## src/rtl/shmem_pkg.sv

```systemverilog
package shmem_pkg;

   localparam int HOST_W = 16;

   typedef enum logic [2:0] {
      PORT_ADDR_LO = 3'd0,
      PORT_ADDR_HI = 3'd1,
      PORT_DATA    = 3'd2,
      PORT_INS_LO  = 3'd3,
      PORT_RDCLR   = 3'd4,
      PORT_CTRL    = 3'd5
   } win_port_t;

   // source selected for the registered read-data mux
   typedef enum logic [2:0] {
      RSRC_NONE,
      RSRC_REG,
      RSRC_DS,
      RSRC_IS_LO,
      RSRC_IS_HI
   } rd_src_t;

endpackage

```

## src/rtl/shmem_sram.sv

```systemverilog
// Single-port synchronous array, read-before-write, registered read data.
module shmem_sram #(
   parameter int WIDTH = 16,
   parameter int DEPTH = 64,
   localparam int AW = (DEPTH > 1) ? $clog2(DEPTH) : 1
) (
   input  logic             clk,
   input  logic             en,
   input  logic             we,
   input  logic [AW-1:0]    addr,
   input  logic [WIDTH-1:0] wdata,
   output logic [WIDTH-1:0] rdata
);

   generate
      if (DEPTH < 2 || (DEPTH & (DEPTH - 1)) != 0) begin : g_bad_depth
         $error("shmem_sram: DEPTH must be a power of two of at least 2");
      end
      if (WIDTH < 1) begin : g_bad_width
         $error("shmem_sram: WIDTH must be positive");
      end
   endgenerate

   logic [WIDTH-1:0] mem [DEPTH];

   always_ff @(posedge clk) begin
      if (en) begin
         rdata <= mem[addr];
         if (we) begin
            mem[addr] <= wdata;
         end
      end
   end

endmodule

```

## src/rtl/shmem_addr_ctl.sv

```systemverilog
// Window address register: halves loaded by the host, optional auto-step.
module shmem_addr_ctl #(
   parameter int HW      = 16,
   parameter int DS_STEP = 1,
   parameter int IS_STEP = 4,
   localparam int AW = 2 * HW
) (
   input  logic          clk,
   input  logic          rst_n,
   input  logic          ld_lo,
   input  logic          ld_hi,
   input  logic [HW-1:0] ld_val,
   input  logic          step_ds,
   input  logic          step_is,
   output logic [AW-1:0] addr
);

   generate
      if (DS_STEP < 1 || IS_STEP < 1) begin : g_bad_step
         $error("shmem_addr_ctl: step sizes must be positive");
      end
   endgenerate

   localparam logic [AW-1:0] DS_INC = AW'(DS_STEP);
   localparam logic [AW-1:0] IS_INC = AW'(IS_STEP);

   logic [AW-1:0] addr_nx;

   always_comb begin
      addr_nx = addr;
      if (ld_lo) begin
         addr_nx[HW-1:0] = ld_val;
      end else if (ld_hi) begin
         addr_nx[AW-1:HW] = ld_val;
      end else if (step_is) begin
         addr_nx = addr + IS_INC;
      end else if (step_ds) begin
         addr_nx = addr + DS_INC;
      end
   end

   always_ff @(posedge clk or negedge rst_n) begin
      if (!rst_n) begin
         addr <= '0;
      end else begin
         addr <= addr_nx;
      end
   end

   // a low-half load lands in bits 15:0 and keeps the upper half
   a_r2_lo_load: assert property (@(posedge clk) disable iff (!rst_n)
      ld_lo |=> (addr[HW-1:0] == $past(ld_val)) && (addr[AW-1:HW] == $past(addr[AW-1:HW])));

   // a high-half load lands in bits 31:16 and keeps the lower half
   a_r2_hi_load: assert property (@(posedge clk) disable iff (!rst_n)
      ld_hi |=> (addr[AW-1:HW] == $past(ld_val)) && (addr[HW-1:0] == $past(addr[HW-1:0])));

   // with no load and no step, the address holds
   a_r9_hold: assert property (@(posedge clk) disable iff (!rst_n)
      !(ld_lo || ld_hi || step_ds || step_is) |=> $stable(addr));

   // at most one kind of step per cycle
   a_r8_one_step: assert property (@(posedge clk) disable iff (!rst_n)
      !(step_ds && step_is));

endmodule

```

## src/rtl/shmem_window.sv

```systemverilog
module shmem_window
   import shmem_pkg::*;
#(
   parameter int DS_DEPTH = 64,
   parameter int IS_DEPTH = 32,
   parameter int ISEL_BIT = 22,
   localparam int HW    = HOST_W,
   localparam int AW    = 2 * HW,
   localparam int IW    = 2 * HW,
   localparam int DS_AW = $clog2(DS_DEPTH),
   localparam int IS_AW = $clog2(IS_DEPTH),
   localparam int IS_SH = 2
) (
   input  logic          clk,
   input  logic          rst_n,
   input  logic          hst_sel,
   input  logic          hst_wr,
   input  logic [2:0]    hst_port,
   input  logic [HW-1:0] hst_wdata,
   output logic [HW-1:0] hst_rdata,
   output logic          hst_rvalid
);

   generate
      if (ISEL_BIT >= AW) begin : g_bad_sel
         $error("shmem_window: ISEL_BIT outside the window address");
      end
      if (IS_AW + IS_SH > ISEL_BIT) begin : g_bad_is
         $error("shmem_window: instruction index overlaps the region bit");
      end
      if (DS_AW > ISEL_BIT) begin : g_bad_ds
         $error("shmem_window: data index overlaps the region bit");
      end
   endgenerate

   win_port_t port;
   logic [AW-1:0] addr;
   logic          ainc_q;
   logic [HW-1:0] lo_hold_q;
   logic          in_is;
   logic          wr_req, rd_req;

   assign port   = win_port_t'(hst_port);
   assign wr_req = hst_sel && hst_wr;
   assign rd_req = hst_sel && !hst_wr;
   assign in_is  = addr[ISEL_BIT];

   // ---------------- address register ----------------
   logic step_ds, step_is;

   assign step_ds = ainc_q && ((hst_sel && port == PORT_DATA && !in_is) ||
                               (rd_req && port == PORT_RDCLR));
   assign step_is = ainc_q && hst_sel && port == PORT_DATA && in_is;

   shmem_addr_ctl #(
      .HW      (HW),
      .DS_STEP (1),
      .IS_STEP (1 << IS_SH)
   ) u_addr (
      .clk     (clk),
      .rst_n   (rst_n),
      .ld_lo   (wr_req && port == PORT_ADDR_LO),
      .ld_hi   (wr_req && port == PORT_ADDR_HI),
      .ld_val  (hst_wdata),
      .step_ds (step_ds),
      .step_is (step_is),
      .addr    (addr)
   );

   // ---------------- control and low-half latch ----------------
   always_ff @(posedge clk or negedge rst_n) begin
      if (!rst_n) begin
         ainc_q    <= 1'b0;
         lo_hold_q <= '0;
      end else begin
         if (wr_req && port == PORT_CTRL) begin
            ainc_q <= hst_wdata[0];
         end
         if (wr_req && port == PORT_INS_LO) begin
            lo_hold_q <= hst_wdata;
         end
      end
   end

   // ---------------- data store ----------------
   logic             ds_en, ds_we;
   logic [HW-1:0]    ds_wdata, ds_rdata;
   logic [DS_AW-1:0] ds_idx;

   assign ds_idx   = addr[DS_AW-1:0];
   assign ds_en    = (hst_sel && port == PORT_DATA && !in_is) ||
                     (rd_req && port == PORT_RDCLR);
   assign ds_we    = (wr_req && port == PORT_DATA && !in_is) ||
                     (rd_req && port == PORT_RDCLR);
   assign ds_wdata = (port == PORT_RDCLR) ? '0 : hst_wdata;

   shmem_sram #(.WIDTH(HW), .DEPTH(DS_DEPTH)) u_ds (
      .clk   (clk),
      .en    (ds_en),
      .we    (ds_we),
      .addr  (ds_idx),
      .wdata (ds_wdata),
      .rdata (ds_rdata)
   );

   // ---------------- instruction store ----------------
   logic             is_en, is_we;
   logic [IW-1:0]    is_rdata;
   logic [IS_AW-1:0] is_idx;

   assign is_idx = addr[IS_AW+IS_SH-1:IS_SH];
   assign is_en  = (hst_sel && port == PORT_DATA && in_is) ||
                   (rd_req && port == PORT_INS_LO);
   assign is_we  = wr_req && port == PORT_DATA && in_is;

   shmem_sram #(.WIDTH(IW), .DEPTH(IS_DEPTH)) u_is (
      .clk   (clk),
      .en    (is_en),
      .we    (is_we),
      .addr  (is_idx),
      .wdata ({hst_wdata, lo_hold_q}),
      .rdata (is_rdata)
   );

   // ---------------- read return ----------------
   rd_src_t       src_q;
   logic [HW-1:0] reg_q;
   rd_src_t       src_nx;
   logic [HW-1:0] reg_nx;

   always_comb begin
      src_nx = RSRC_NONE;
      reg_nx = '0;
      if (rd_req) begin
         unique case (port)
            PORT_ADDR_LO: begin src_nx = RSRC_REG; reg_nx = addr[HW-1:0]; end
            PORT_ADDR_HI: begin src_nx = RSRC_REG; reg_nx = addr[AW-1:HW]; end
            PORT_CTRL:    begin src_nx = RSRC_REG; reg_nx = {{(HW-1){1'b0}}, ainc_q}; end
            PORT_DATA:    src_nx = in_is ? RSRC_IS_HI : RSRC_DS;
            PORT_INS_LO:  src_nx = RSRC_IS_LO;
            PORT_RDCLR:   src_nx = RSRC_DS;
            default:      src_nx = RSRC_REG;
         endcase
      end
   end

   always_ff @(posedge clk or negedge rst_n) begin
      if (!rst_n) begin
         src_q <= RSRC_NONE;
         reg_q <= '0;
      end else begin
         src_q <= src_nx;
         reg_q <= reg_nx;
      end
   end

   always_comb begin
      unique case (src_q)
         RSRC_REG:   hst_rdata = reg_q;
         RSRC_DS:    hst_rdata = ds_rdata;
         RSRC_IS_LO: hst_rdata = is_rdata[HW-1:0];
         RSRC_IS_HI: hst_rdata = is_rdata[IW-1:HW];
         default:    hst_rdata = '0;
      endcase
   end

   assign hst_rvalid = (src_q != RSRC_NONE);

   // a read request is answered on the next cycle
   a_r4_read_answer: assert property (@(posedge clk) disable iff (!rst_n)
      rd_req |=> hst_rvalid);

   // nothing but a read request raises the valid
   a_r4_no_spurious: assert property (@(posedge clk) disable iff (!rst_n)
      !rd_req |=> !hst_rvalid);

   // with auto-step off, data-port accesses leave the address alone
   a_r9_no_step: assert property (@(posedge clk) disable iff (!rst_n)
      (!ainc_q && hst_sel && (port == PORT_DATA || port == PORT_INS_LO ||
                              port == PORT_RDCLR)) |=> $stable(addr));

   // a stepped instruction access moves the address by four
   a_r8_is_step: assert property (@(posedge clk) disable iff (!rst_n)
      (ainc_q && hst_sel && port == PORT_DATA && in_is) |=>
         (addr == $past(addr) + AW'(1 << IS_SH)));

   // a stepped data-store access moves the address by one
   a_r8_ds_step: assert property (@(posedge clk) disable iff (!rst_n)
      (ainc_q && hst_sel && port == PORT_DATA && !in_is) |=>
         (addr == $past(addr) + AW'(1)));

   // a low-half write never writes the instruction array
   a_r5_lo_no_commit: assert property (@(posedge clk) disable iff (!rst_n)
      (wr_req && port == PORT_INS_LO) |-> !is_we);

endmodule

```

## config.mk

```make
export PLATFORM = sky130hd
export DESIGN_NAME = shmem_window
export DESIGN_NICKNAME = d
export VERILOG_FILES = /design/src/rtl/shmem_pkg.sv /design/src/rtl/shmem_sram.sv /design/src/rtl/shmem_addr_ctl.sv /design/src/rtl/shmem_window.sv
export SDC_FILE = /design/constraint.sdc
export NUM_CORES = 2
export LEC_CHECK = 0
export CORE_MARGIN = 3
export CORE_UTILIZATION = 57
export CTS_CLUSTER_DIAMETER = 60
export DETAILED_ROUTE_END_ITERATION = 16
export DONT_BUFFER_PORTS = 1
export PLACE_DENSITY = 0.75
export SKIP_LAST_GASP = 1
export SYNTH_ARGS = -nofsm -noshare
export SYNTH_HDL_FRONTEND = slang
export SYNTH_SLANG_ARGS = --single-unit
```

## constraint.sdc

```tcl
create_clock -name clk -period 4.73 [get_ports clk]
set_input_delay 0.2365 -clock clk [delete_from_list [all_inputs] [get_ports clk]]
set_output_delay 0.2365 -clock clk [all_outputs]
set_load 0.02 [all_outputs]
```

# After elaboration in Yosys (flattened, before gate mapping)
# Memory sizes are Yosys's and may differ from the RTL's. A register that Yosys moved wholly into a read port is not among the register bits.
# Index checks and enable logic that the tools add are counted.
[op_classes]
addsub = 2
mul = 0
n_div = 0
magnitude_cmp = 0
n_eq_ne = 10
shift = 0
muxes = 18
bitwise_logic = 1
n_reduce_logical = 29
[op_table]
columns = ["op", "n"]
rows = [
  ["16-bit 2-to-1 mux", 5],
  ["32-bit 2-to-1 mux", 2],
  ["16-bit one-hot mux with 4 select lines", 1],
  ["16-bit one-hot mux with 3 select lines", 1],
  ["32-bit by 1-bit adder with 32-bit output (second input constant)", 1],
  ["32-bit by 3-bit adder with 32-bit output (second input constant)", 1],
  ["1-bit logical AND", 18],
  ["3-bit by 2-bit == test with 1-bit output (second input constant)", 4],
  ["3-bit == test (second input constant)", 3],
  ["3-bit one-hot mux with 3 select lines", 1],
  ["3-bit nonzero test", 3],
  ["3-bit by 1-bit == test with 1-bit output (second input constant)", 2],
  ["1-bit 2-to-1 mux", 6],
  ["3-bit 2-to-1 mux", 2],
  ["2-bit AND reduction", 2],
  ["3-bit zero test", 1],
  ["1-bit logical OR", 3],
  ["1-bit zero test", 2],
  ["2-bit by 1-bit inequality test with 1-bit output (second input constant)", 1],
  ["1-bit NOT", 1],
]
[totals]
regBits = 68
latchBits = 0
ram_bits = 2048
romBits = 0
in_bits = 23
out_inout_bits = 17
elab_cells = 68
memories = 2
[memory_table]
columns = ["name", "words", "word_bits", "read_ports", "rd_clocked_by_memory_dff", "wr", "line", "source"]
rows = [
  ["u_ds.mem", 64, 16, 1, 1, 1, "shmem_sram.sv:24", "logic [WIDTH-1:0] mem [DEPTH];"],
  ["u_is.mem", 32, 32, 1, 1, 1, "shmem_sram.sv:24", ""],
]

# Depth between registers and ports, before layout
[depth]
word_depth = 9
mapped_depth = 11
ltp_nobuf = 7

# By module
# From an unflattened synthesis, not the netlist that was laid out.
[hier_totals]
hier_cells = 4862
hier_area_um2 = 84421.0
[modules_own_cells]
columns = ["module", "n_inst", "cells_each", "area_each_um2", "seq_area_each_um2"]
rows = [
  ["shmem_sram at u_is", 1, 2109, 40075.9, 31710.4],
  ["shmem_sram at u_ds", 1, 2289, 40064.7, 31230.0],
  ["shmem_addr_ctl", 1, 257, 2160.8, 800.8],
  ["shmem_window", 1, 207, 2119.5, 900.9],
]

# Worst setup path before layout
# Ideal clock, no wire load.
[synth_path]
path_type = "register to register"
startpoint = "register u_addr.addr[2]"
endpoint = "memory u_is.mem[0][0] in the netlist's numbering (enable)"
setup_ns = 0.461
t_arrival_ns = 3.992
t_required_ns = 4.269
slack_ns = 0.277
path_stages_with_launch = 10
n_path_buf = 5
synth_period_minus_slack_ns = 4.453
path_cell_list = "dfrtp_1 > buf_4 > buf_4 > inv_2 > buf_2 > buf_2 > buf_2 > ha_1 > nand2_1 > nor3_1"
[synth_lines]
columns = ["element", "line", "source"]
rows = [
  ["start, declared", "shmem_addr_ctl.sv:15", "output logic [AW-1:0] addr"],
  ["start signal, assigned", "shmem_addr_ctl.sv:46", "addr <= addr_nx;"],
  ["end, declared", "shmem_sram.sv:24", ""],
]
# No word-level cell before the write port.

==> metrics.txt <==
outcome finished, final reports clean; Max-Cap Viols 0; CTS root buf clkbuf_16; Routed WL approximately 240000 microns; Syn Inst Count 4312; Detailed Route Iter0 Violations 8209; setup TNS 0 ps; mapped cell area 84000 sq um; sequential-to-total area share from yosys stat around 77%; Slowest cell on crit path dfrtp_4; Hold EP u_ds.mem[61][0]$_DFFE_PP_; Die H around 390 microns; HP Class input pin to flip-flop; CTS Sinks 2164; Achievable Freq 242 MHz; Area after DPL around 87000 sq um; Total GRT Usage 31.3%; # rows between 100 and 150; pwr/cell area ~550 nW/um^2; Synthesized Nets about 4.3k; Arr. time, crit path 4810 ps; wire length per cell 35.9 microns; Startpoint Class flip-flop; Setup Skew 32.0 ps; Worst EP required ~5400 ps; # nets final 4549; post-route design area between 90000 and 100000 sq um; FF-to-FF Start u_addr.addr[0]$_DFFE_PN0P_; Final Hold Violating Endpoints 0; final setup fails 0; worst r2r path cells 7; clk_lat worst skew between 800 and 900 ps; syn_area_per_cell 19.5 sq um; detailed-route via count approximately 47k; Clock Path Buffers 3; R2R Path End u_ds.rdata[0]$_DFFE_PP_; P&R area growth vs syn 12.9%; fin crit share approximately 87%; Max rail drop VDD roughly 0.55 mV; Inst Count DP 6191; crit path time final 4130 ps; total gr overflow 0; Cell Chain, Critical Path nor2b_4 > buf_12 > a22oi_1 > o221ai_1 > nand2_1 > o211ai_1 > or3_1; CTS Buf Count roughly 200; Slew Limit Headroom 20.6%; hold depth 2; Power Total between 0.05 and 0.06 W; Yosys top cell area share 74.9%; Static Leak about 31 nW; post-route ant nets 0; Vias/cell 7.04; slowest stage delay, CP approximately 960 ps; Reg2Reg Setup Slack around 600 ps; routability cong. 0.931; Synth Flop Type edfxtp_1; Initial DRT Pass Iterations 9; Core Region 146000 sq um; # DRC 0; Worst-path clk slew 60 ps; Post-synth ARST share under 10%; largest area contributor in the netlist edfxtp_1; largest net degree at the start of global routing 116; Crit. End Element flip-flop; first-pass GRT wire length approximately 340000 microns; count of cell types in the netlist 71; Post-synth EDFFs between 2k and 2.5k; final slew viol count 0; CP delay by family, top simple AND/OR/NAND/NOR gates; Fill cells 9281; Worst Max-Slew Pin Slew 1190 ps; die width a little under 400 microns; yosys warns 0; Yosys reg bits approximately 2.2k; Initial Utilization 57.5%; ranking of synthesized cells by area edfxtp_1, mux4_2, mux2i_1, dfrtp_1, mux2_2; final core occ between 60% and 70%; Setup CP Type flip-flop to flip-flop; Detailed Place HPWL about 130000 microns; CTS tree done; Crit Path Max Fanout 47; layout cells sized above 1 between 20 and 25%; unrepaired setup endpoints after global routing no; port buffer count 0; full die area around 150000 sq um; initial antenna violation count 25; PostCTS Resize Cnt 0; vias in the first global route around 45k; Buf/Inv on CP 1; Layout Cells excl Fill about 6.6k; Ports 40; # H-tree levels 4; Worst Hold Launch hst_wdata[0]
-- registers in the layout, summed over array words and instances, names as in the netlist --
signal       flops
lo_hold_q       16
src_q            3
reg_q           16
u_addr.addr     32
ainc_q           1
u_is.rdata      32
u_ds.rdata      16
u_is.mem      1024
u_ds.mem      1024
-- per-stage QoR --
step | setup WS, ps | hold WS [ps]
final | 601 | 69.3
after global routing | 772 | 80.5
after CTS | 956 | 21.4
after detailed placement | 975 | -53.0
after global placement | 913 | -54.9
after floorplan | 277 | -59.1
-- power breakdown --
group | leakage (nW) | switching [W] | total (W) | internal, W
Sequential | 19.8 | 0.000864 | 0.0225 | 0.0217
Combinational | 8.12 | 0.00841 | 0.0137 | 0.00524
Clock | 3.26 | 0.00694 | 0.0164 | 0.00945
Total | 31.1 | 0.0162 | 0.0526 | 0.0364
-- placed cells by master (no fill, tap or decap), types with 13 or more instances in the layout --
cell,n
nor2b_4,18
edfxtp_1,2096
bufinv_16,26
buf_4,208
a31oi_1,14
clkbuf_1,30
mux2_2,101
nor2_1,178
clkbuf_16,203
dlygate4sd3_1,27
a21oi_1,125
buf_12,36
a221oi_1,78
and3_1,15
a211oi_1,19
o22ai_1,103
xor2_1,23
dfrtp_1,61
mux2i_1,335
o211ai_1,13
nand2_1,95
mux4_2,297
clkinv_1,41
clkinv_2,37
o21ai_0,64
a22oi_1,99
nor3_2,17
o21ai_1,28
nand3_1,40
nor2_4,19
diode_2,32
o221ai_1,21
-- worst register-to-register path, cell delays in order (launching register included) --
cell and delay [ps]:
dfrtp_4 960, nor2b_4 860, buf_12 250, a22oi_1 110, o221ai_1 830, nand2_1 350, o211ai_1 390, or3_1 230
-- worst max path at each step --
| stage | slack [ps] | to | from | depth (start not counted) |
|---|---|---|---|---|
| floorplan | 280 | u_is.mem[0][0]$_DFFE_PP_ | u_addr.addr[2]$_DFFE_PN0P_ | 9 |
| global placement | 910 | u_ds.rdata[9]$_DFFE_PP_ | u_addr.addr[5]$_DFFE_PN0P_ | 7 |
| detailed placement | 970 | u_ds.rdata[9]$_DFFE_PP_ | u_addr.addr[5]$_DFFE_PN0P_ | 7 |
| CTS | 960 | u_ds.rdata[9]$_DFFE_PP_ | u_addr.addr[5]$_DFFE_PN0P_ | 7 |
| global route | 770 | u_ds.rdata[0]$_DFFE_PP_ | u_addr.addr[0]$_DFFE_PN0P_ | 7 |
| finish | 600 | u_ds.rdata[0]$_DFFE_PP_ | u_addr.addr[0]$_DFFE_PN0P_ | 7 |
-- logic make-up (layout without fill, tap and decap cells) --
kind of cell / Yosys count / count (layout) / synth area share, %
DFF: 2164 / 2164 / 76.9
muxes: 745 / 745 / 13.5
AOI/OAI and AO/OA: 626 / 626 / 5.06
and+or+nand+nor: 472 / 472 / 2.59
buffers and inverters: 272 / 645 / 1.60
xor gates and xnor gates: 28 / 28 / 0.292
adders and majority gates: 5 / 5 / 0.0744
other: 0 / 32 / 0
-- synthesized netlist by cell type, drive strengths merged, types with 68 or more instances --
cell type and n:
a22oi 99, clkbuf 103, o21ai 92, dfrtp 68, a21oi 126, mux2 113
mux4 297, a221oi 78, mux2i 335, buf 162, nand2 97, edfxtp 2096
o22ai 103, nor2 200
-- final cells by class --
class                           count  area, sq um  area share [%]
Clock inverter                    120         1300            1.37
Clock buffer                      245         5360            5.65
Multi-Input combinational cell   1876        18500            19.4
Antenna cell                       32         80.1          0.0844
Tap cell                         1917         2400            2.53
Inverter                            7         26.3          0.0277
Sequential cell                  2164        64700            68.2
Timing Repair Buffer              273         2610            2.75
-- metal layers --
layer	global-route usage, %	up-vias	routed length (microns)
li1	-	18200	-
met1	44.0	23800	84500
met2	45.3	4022	106000
met3	9.71	665	34700
met4	14.7	8	12900
met5	0	-	57
-- repair_timing --
action | in CTS | in global routing
hold buffers | 46 | 0
buffers inserted | 0 | 0
setup endpoints to repair | 0 | 0
hold endpoints to repair | 658 | 0
Note: power is estimated with default switching activity, not from simulation.
